$ cat src/rtl/tcdiv_pkg.sv
package tcdiv_pkg;

    typedef enum logic [1:0] {
        ST_IDLE,
        ST_FIRST,
        ST_ITER,
        ST_FINAL
    } div_state_e;

    typedef enum logic [2:0] {
        OP_HOLD,
        OP_LOAD,
        OP_ZERO,
        OP_FIRST,
        OP_ITER,
        OP_FINAL
    } div_op_e;

endpackage

$ cat src/rtl/tcdiv_ctrl.sv
module tcdiv_ctrl
    import tcdiv_pkg::*;
#(
    parameter int N_STEPS = 7
) (
    input  logic    clk,
    input  logic    rst_n,
    input  logic    start,
    input  logic    divisor_zero,
    output div_op_e op,
    output logic    busy,
    output logic    done
);

    localparam int CW = $clog2(N_STEPS + 1);
    localparam logic [CW-1:0] LAST_STEP = CW'(N_STEPS - 1);
    localparam logic [CW-1:0] STEP_LIMIT = CW'(N_STEPS);

    div_state_e      state_q, state_d;
    logic [CW-1:0]   cnt_q;

    // State register
    always_ff @(posedge clk or negedge rst_n) begin
        if (!rst_n) state_q <= ST_IDLE;
        else        state_q <= state_d;
    end

    // Next-state logic
    always_comb begin
        state_d = state_q;
        unique case (state_q)
            ST_IDLE:  if (start && !divisor_zero) state_d = ST_FIRST;
            ST_FIRST: state_d = ST_ITER;
            ST_ITER:  if (cnt_q == LAST_STEP) state_d = ST_FINAL;
            ST_FINAL: state_d = ST_IDLE;
            default:  state_d = ST_IDLE;
        endcase
    end

    // Output decode: datapath command and busy
    always_comb begin
        op = OP_HOLD;
        unique case (state_q)
            ST_IDLE:  if (start) op = divisor_zero ? OP_ZERO : OP_LOAD;
            ST_FIRST: op = OP_FIRST;
            ST_ITER:  op = OP_ITER;
            ST_FINAL: op = OP_FINAL;
            default:  op = OP_HOLD;
        endcase
    end

    assign busy = (state_q != ST_IDLE);

    // Step counter and completion pulse
    always_ff @(posedge clk or negedge rst_n) begin
        if (!rst_n) begin
            cnt_q <= '0;
            done  <= 1'b0;
        end else begin
            done <= (state_q == ST_FINAL) ||
                    ((state_q == ST_IDLE) && start && divisor_zero);
            if (state_q == ST_IDLE)      cnt_q <= '0;
            else if (state_q == ST_ITER) cnt_q <= cnt_q + CW'(1);
        end
    end

    p_iter_bounded_r2: assert property (@(posedge clk) disable iff (!rst_n)
        (state_q == ST_ITER) |-> (cnt_q < STEP_LIMIT));

    p_final_gives_done_r2: assert property (@(posedge clk) disable iff (!rst_n)
        (state_q == ST_FINAL) |=> (done && !busy));

    p_done_single_r10: assert property (@(posedge clk) disable iff (!rst_n)
        (done && !start) |=> !done);

endmodule

$ cat src/rtl/tcdiv_addsub.sv
module tcdiv_addsub #(
    parameter int W = 8
) (
    input  logic [W:0]   acc,
    input  logic         dbl,
    input  logic [W-1:0] dvs,
    output logic [W+1:0] sum,
    output logic         same_sign
);

    logic [W+1:0] base;
    logic [W+1:0] dext;

    always_comb begin
        base      = dbl ? {acc, 1'b0} : {acc[W], acc};
        dext      = {{2{dvs[W-1]}}, dvs};
        same_sign = (acc[W] == dvs[W-1]);
        sum       = same_sign ? (base - dext) : (base + dext);
    end

endmodule

$ cat src/rtl/tcdiv_datapath.sv
module tcdiv_datapath
    import tcdiv_pkg::*;
#(
    parameter int W = 8
) (
    input  logic         clk,
    input  logic         rst_n,
    input  div_op_e      op,
    input  logic [W-1:0] x_in,
    input  logic [W-1:0] y_in,
    output logic [W-1:0] quot,
    output logic [W:0]   rem,
    output logic         dz
);

    logic [W:0]   a_q;
    logic [W-1:0] b_q;
    logic [W-1:0] c_q;
    logic         dz_q;
    logic [W+1:0] sum_w;
    logic         same_w;

    tcdiv_addsub #(.W(W)) u_addsub (
        .acc       (a_q),
        .dbl       (op == OP_ITER),
        .dvs       (b_q),
        .sum       (sum_w),
        .same_sign (same_w)
    );

    always_ff @(posedge clk or negedge rst_n) begin
        if (!rst_n) begin
            a_q  <= '0;
            b_q  <= '0;
            c_q  <= '0;
            dz_q <= 1'b0;
        end else begin
            case (op)
                OP_LOAD: begin
                    a_q  <= {x_in[W-1], x_in};
                    b_q  <= y_in;
                    c_q  <= '0;
                    dz_q <= 1'b0;
                end
                OP_ZERO: begin
                    a_q  <= {x_in[W-1], x_in};
                    b_q  <= y_in;
                    c_q  <= '0;
                    dz_q <= 1'b1;
                end
                OP_FIRST: a_q <= sum_w[W:0];
                OP_ITER: begin
                    a_q <= sum_w[W:0];
                    c_q <= {c_q[W-2:0], same_w};
                end
                OP_FINAL: c_q <= {c_q[W-2:0], 1'b1};
                default: ;
            endcase
        end
    end

    assign quot = c_q;
    assign rem  = a_q;
    assign dz   = dz_q;

    p_no_overflow_r6: assert property (@(posedge clk) disable iff (!rst_n)
        ((op == OP_FIRST) || (op == OP_ITER)) |-> (sum_w[W+1] == sum_w[W]));

    p_divisor_held_r8: assert property (@(posedge clk) disable iff (!rst_n)
        ((op == OP_FIRST) || (op == OP_ITER) || (op == OP_FINAL)) |=> $stable(b_q));

    p_lsb_forced_r4: assert property (@(posedge clk) disable iff (!rst_n)
        (op == OP_FINAL) |=> c_q[0]);

endmodule

$ cat src/rtl/tc_nonrestore_div.sv
module tc_nonrestore_div
    import tcdiv_pkg::*;
#(
    parameter int W = 8
) (
    input  logic         clk,
    input  logic         rst_n,
    input  logic         start,
    input  logic [W-1:0] dividend,
    input  logic [W-1:0] divisor,
    output logic         busy,
    output logic         done,
    output logic [W-1:0] quotient,
    output logic [W:0]   remainder,
    output logic         div_zero
);

    localparam int N_STEPS = W - 1;

    div_op_e op_w;
    logic    y_zero;

    assign y_zero = (divisor == '0);

    tcdiv_ctrl #(.N_STEPS(N_STEPS)) u_ctrl (
        .clk          (clk),
        .rst_n        (rst_n),
        .start        (start),
        .divisor_zero (y_zero),
        .op           (op_w),
        .busy         (busy),
        .done         (done)
    );

    tcdiv_datapath #(.W(W)) u_dp (
        .clk   (clk),
        .rst_n (rst_n),
        .op    (op_w),
        .x_in  (dividend),
        .y_in  (divisor),
        .quot  (quotient),
        .rem   (remainder),
        .dz    (div_zero)
    );

    p_zero_quotient_r7: assert property (@(posedge clk) disable iff (!rst_n)
        (done && div_zero) |-> (quotient == '0));

    p_results_held_r9: assert property (@(posedge clk) disable iff (!rst_n)
        (!busy && !start) |=> ($stable(quotient) && $stable(remainder) && $stable(div_zero)));

    p_done_not_busy_r2: assert property (@(posedge clk) disable iff (!rst_n)
        done |-> !busy);

endmodule

$ cat config.mk
export PLATFORM = sky130hd
export DESIGN_NAME = tc_nonrestore_div
export DESIGN_NICKNAME = d
export VERILOG_FILES = /design/src/rtl/tcdiv_pkg.sv /design/src/rtl/tcdiv_ctrl.sv /design/src/rtl/tcdiv_addsub.sv /design/src/rtl/tcdiv_datapath.sv /design/src/rtl/tc_nonrestore_div.sv
export SDC_FILE = /design/constraint.sdc
export NUM_CORES = 1
export LEC_CHECK = 0
export BUFFER_PORTS_ARGS = -buffer_cell sky130_fd_sc_hd__clkbuf_2
export CAP_MARGIN = 25
export CORE_MARGIN = 2
export CORE_UTILIZATION = 55
export DETAILED_ROUTE_END_ITERATION = 10
export MAX_ROUTING_LAYER = met4
export PLACE_DENSITY = 0.8
export SYNTH_ARGS = -nofsm -noshare
export SYNTH_HDL_FRONTEND = slang
export SYNTH_SLANG_ARGS = --single-unit
$ cat constraint.sdc
create_clock -name clk -period 3.2 [get_ports clk]
set_input_delay 0.16 -clock clk [delete_from_list [all_inputs] [get_ports clk]]
set_output_delay 0.16 -clock clk [all_outputs]
set_load 0.03 [all_outputs]
==> summary.md <==
| Metric | Value |
|---|---|
| Via Count | `1614` |
| Register area share after synthesis | `39.46%` |
| Area delta synth->final | `15.91%` |
| Vias per std cell | `5.585` |
| Routed len/inst | `14.24 um` |
| DRT Pass-1 Iters | `4` |
| Setup WS pre-CTS | `0.4533 ns` |
| Synth cell types | `39` |
| Hold Startpoint | `divisor[1]` |
| Clk sink count | `32` |
| Critical Path Fanout Max | `4` |
| Synthesized cell area | `2029 um2` |
| Worst Setup SP | `u_ctrl.state_q[0]` |
| FF-to-FF Start | `u_ctrl.state_q[0]` |
| Drt total wl | `4.116 mm` |
| Skew final | `0.006160 ns` |
| Fin crit period | `2.753 ns` |
| Overall Global Routing Usage | `22.93%` |
| DRT antenna net count | `0` |
| Crit Path Category | `reg2reg` |
| Flop-to-flop setup slack | `0.45 ns` |
| Full die area | `4192 um2` |
| N_diodes | `0` |
| Post-CTS sizing | `0` |
| Startpoint types | `flop` |
| Core area | `3606 um2` |
| Slew @ Worst Pin | `0.8449 ns` |
| DR iter-0 viols | `101` |
| Fin crit share | `86.04%` |
| First-pass GRT wire length | `7.196 mm` |
| CTS buffer count | `5` |
| Number of top-level pins | `39` |
| CTS tree | `done` |
| Share of cells above drive strength 1 | `26.97%` |
| Final hold vios | `0` |
| Final Max Slew Viols | `0` |
| Detail Placement HPWL | `3.110 mm` |
| H-tree level count | `2` |
| Fmax | `363.2 MHz` |
| Max Root-Sink Buffers | `2` |
| Mapped Nets | `237` |
| Post-synthesis register bit count | `32` |
| Largest net degree at the start of global routing | `33` |
| Crit. End Element | `flop` |
| Die H | `64.75 um` |
| Status | `completed` |
| DR DRC count | `0` |
| Die W | `64.75 um` |
| Max cap viols | `0` |
| Mean post-synth cell area | `10.10 um2` |
| Synth Instances | `201` |
| Sum Neg Setup Slack | `0 ns` |
| Clock root buffer | `clkbuf_8` |
| Number of global-route vias before repair | `1654` |
| Nets | `277` |
| Starting Density | `56.28%` |
| # rows | `22` |
| EDFF count, synth | `0` |
| Routability cong. | `0.8902` |
| RSZ-0062 raised after global routing | `false` |
| Relative slew slack | `43.54%` |
| Post-route setup slack | `0.4467 ns` |
| Placed Area | `2265 um2` |
| Share of the synthesized area in the top cell type | `39.46%` |
| Crit path DAT | `2.89 ns` |
| Design area | `2352 um2` |
| Top_reg_cell synth | `dfrtp_1` |
| FFs w/ async S/R, synth | `100.0%` |
| Hold Crit Class | `in2reg` |
| Required time worst endpoint | `3.34 ns` |
| Warnings from Yosys | `0` |
| Synth top area cells | `dfrtp_1, ha_1, mux2_2` |
| Port Buffers | `38` |
| Final setup viols | `0` |
| Synth area leader | `dfrtp_1` |
| Initial antenna violation count | `0` |
| Clk Latency, worst-skew pair | `0.29 ns` |
| Reg clk slew, reported paths | `0.06 ns` |
| Grt total ovfl | `0` |
[placed cells by master, fill, tap and decap left out, types with 3 or more instances in the layout]
| cell type | instances |
|---|---|
| clkbuf_2 | 38 |
| dfrtp_1 | 32 |
| ha_1 | 16 |
| nand2_1 | 15 |
| mux2_2 | 15 |
| nor2_1 | 13 |
| inv_1 | 11 |
| a21oi_1 | 10 |
| o21ai_0 | 8 |
| mux2i_1 | 7 |
| xnor2_1 | 7 |
| a211oi_1 | 7 |
| a22o_1 | 7 |
| nor3_1 | 5 |
| clkbuf_8 | 5 |
| and3_1 | 4 |
| xor2_1 | 4 |
| nor4_1 | 3 |
| a21o_1 | 3 |
[per-stage QoR]
stage	util [%]	instances	hold WS, ns
global placement	62.80	281	0.2792
detailed placement	62.80	281	0.2838
global route	65.23	289	0.1246
finish	65.23	289	0.1226
CTS	65.23	289	0.1230
floorplan	-	201	-0.1356
[per-layer routing]
| metal | track usage, % | share of wire (%) |
|---|---|---|
| met2 | 37.37 | 49 |
| met1 | 27.56 | 45 |
| met5 | - | 0 |
| met3 | 4.688 | 4.0 |
| met4 | 10.11 | 1.9 |
[final timing paths]
check / to / cells past startpoint
setup / recovery: u_dp.rem[6] / 9
hold / removal: u_dp.b_q[1] / 2
setup reg to reg: u_dp.rem[6] / 9
hold reg to reg: u_dp.dz / 1
max in group asynchronous: u_dp.quot[0] / 2
min in group asynchronous: u_dp.b_q[1] / 2
[cells in the mapped netlist, drive strengths merged, types with 3 or more instances]
cell,number
a211oi,7
a21o,3
a21oi,10
a22o,7
and3,4
clkbuf,8
dfrtp,32
ha,16
inv,11
mux2,15
mux2i,7
nand2,15
nor2,13
nor3,5
nor4,3
o21ai,8
xnor2,7
xor2,4
[area by class of cell]
type | instances | area [um2]
well taps | 48 | 60.06
multi-input cells | 150 | 1157
clock inverters | 1 | 5.005
clock buffers | 6 | 72.57
fillers | 309 | 1254
repair buffers | 41 | 215.2
flip-flops and latches | 32 | 800.8
inverters | 11 | 41.29
[state kept, by name, summed over array words and instances (netlist names)]
register / cells
u_ctrl.cnt_q: 3
u_ctrl.done: 1
u_ctrl.state_q: 2
u_dp.b_q: 8
u_dp.dz: 1
u_dp.quot: 8
u_dp.rem: 9
[kinds of logic after synthesis]
kind of cell	Yosys count	share of synthesized area [%]
XOR/XNOR	11	4.747
buffers and inverters	19	3.514
adder cells (fa/ha/maj)	17	10.85
multiplexers	22	11.78
flip-flops	32	39.46
AND/OR/NAND/NOR	52	13.38
AO/OA/AOI/OAI	48	16.28
[critical path, cell delays in order (launching register included)]
cell	delay (ns)
dfrtp_1	0.41
inv_1	0.12
ha_1	0.27
mux2_2	0.39
fa_1	0.48
a211oi_1	0.33
o21ai_0	0.15
a21oi_1	0.19
xor2_1	0.17
a21oi_1	0.09
[timing repair]
item / CTS / global route
buffers inserted: 0 / 0
hold buffers: 1 / 0
hold endpoints to repair: 32 / 0
Power is not shown: default switching activity piles up to over one toggle a cycle in this logic, so the estimate is an artifact.
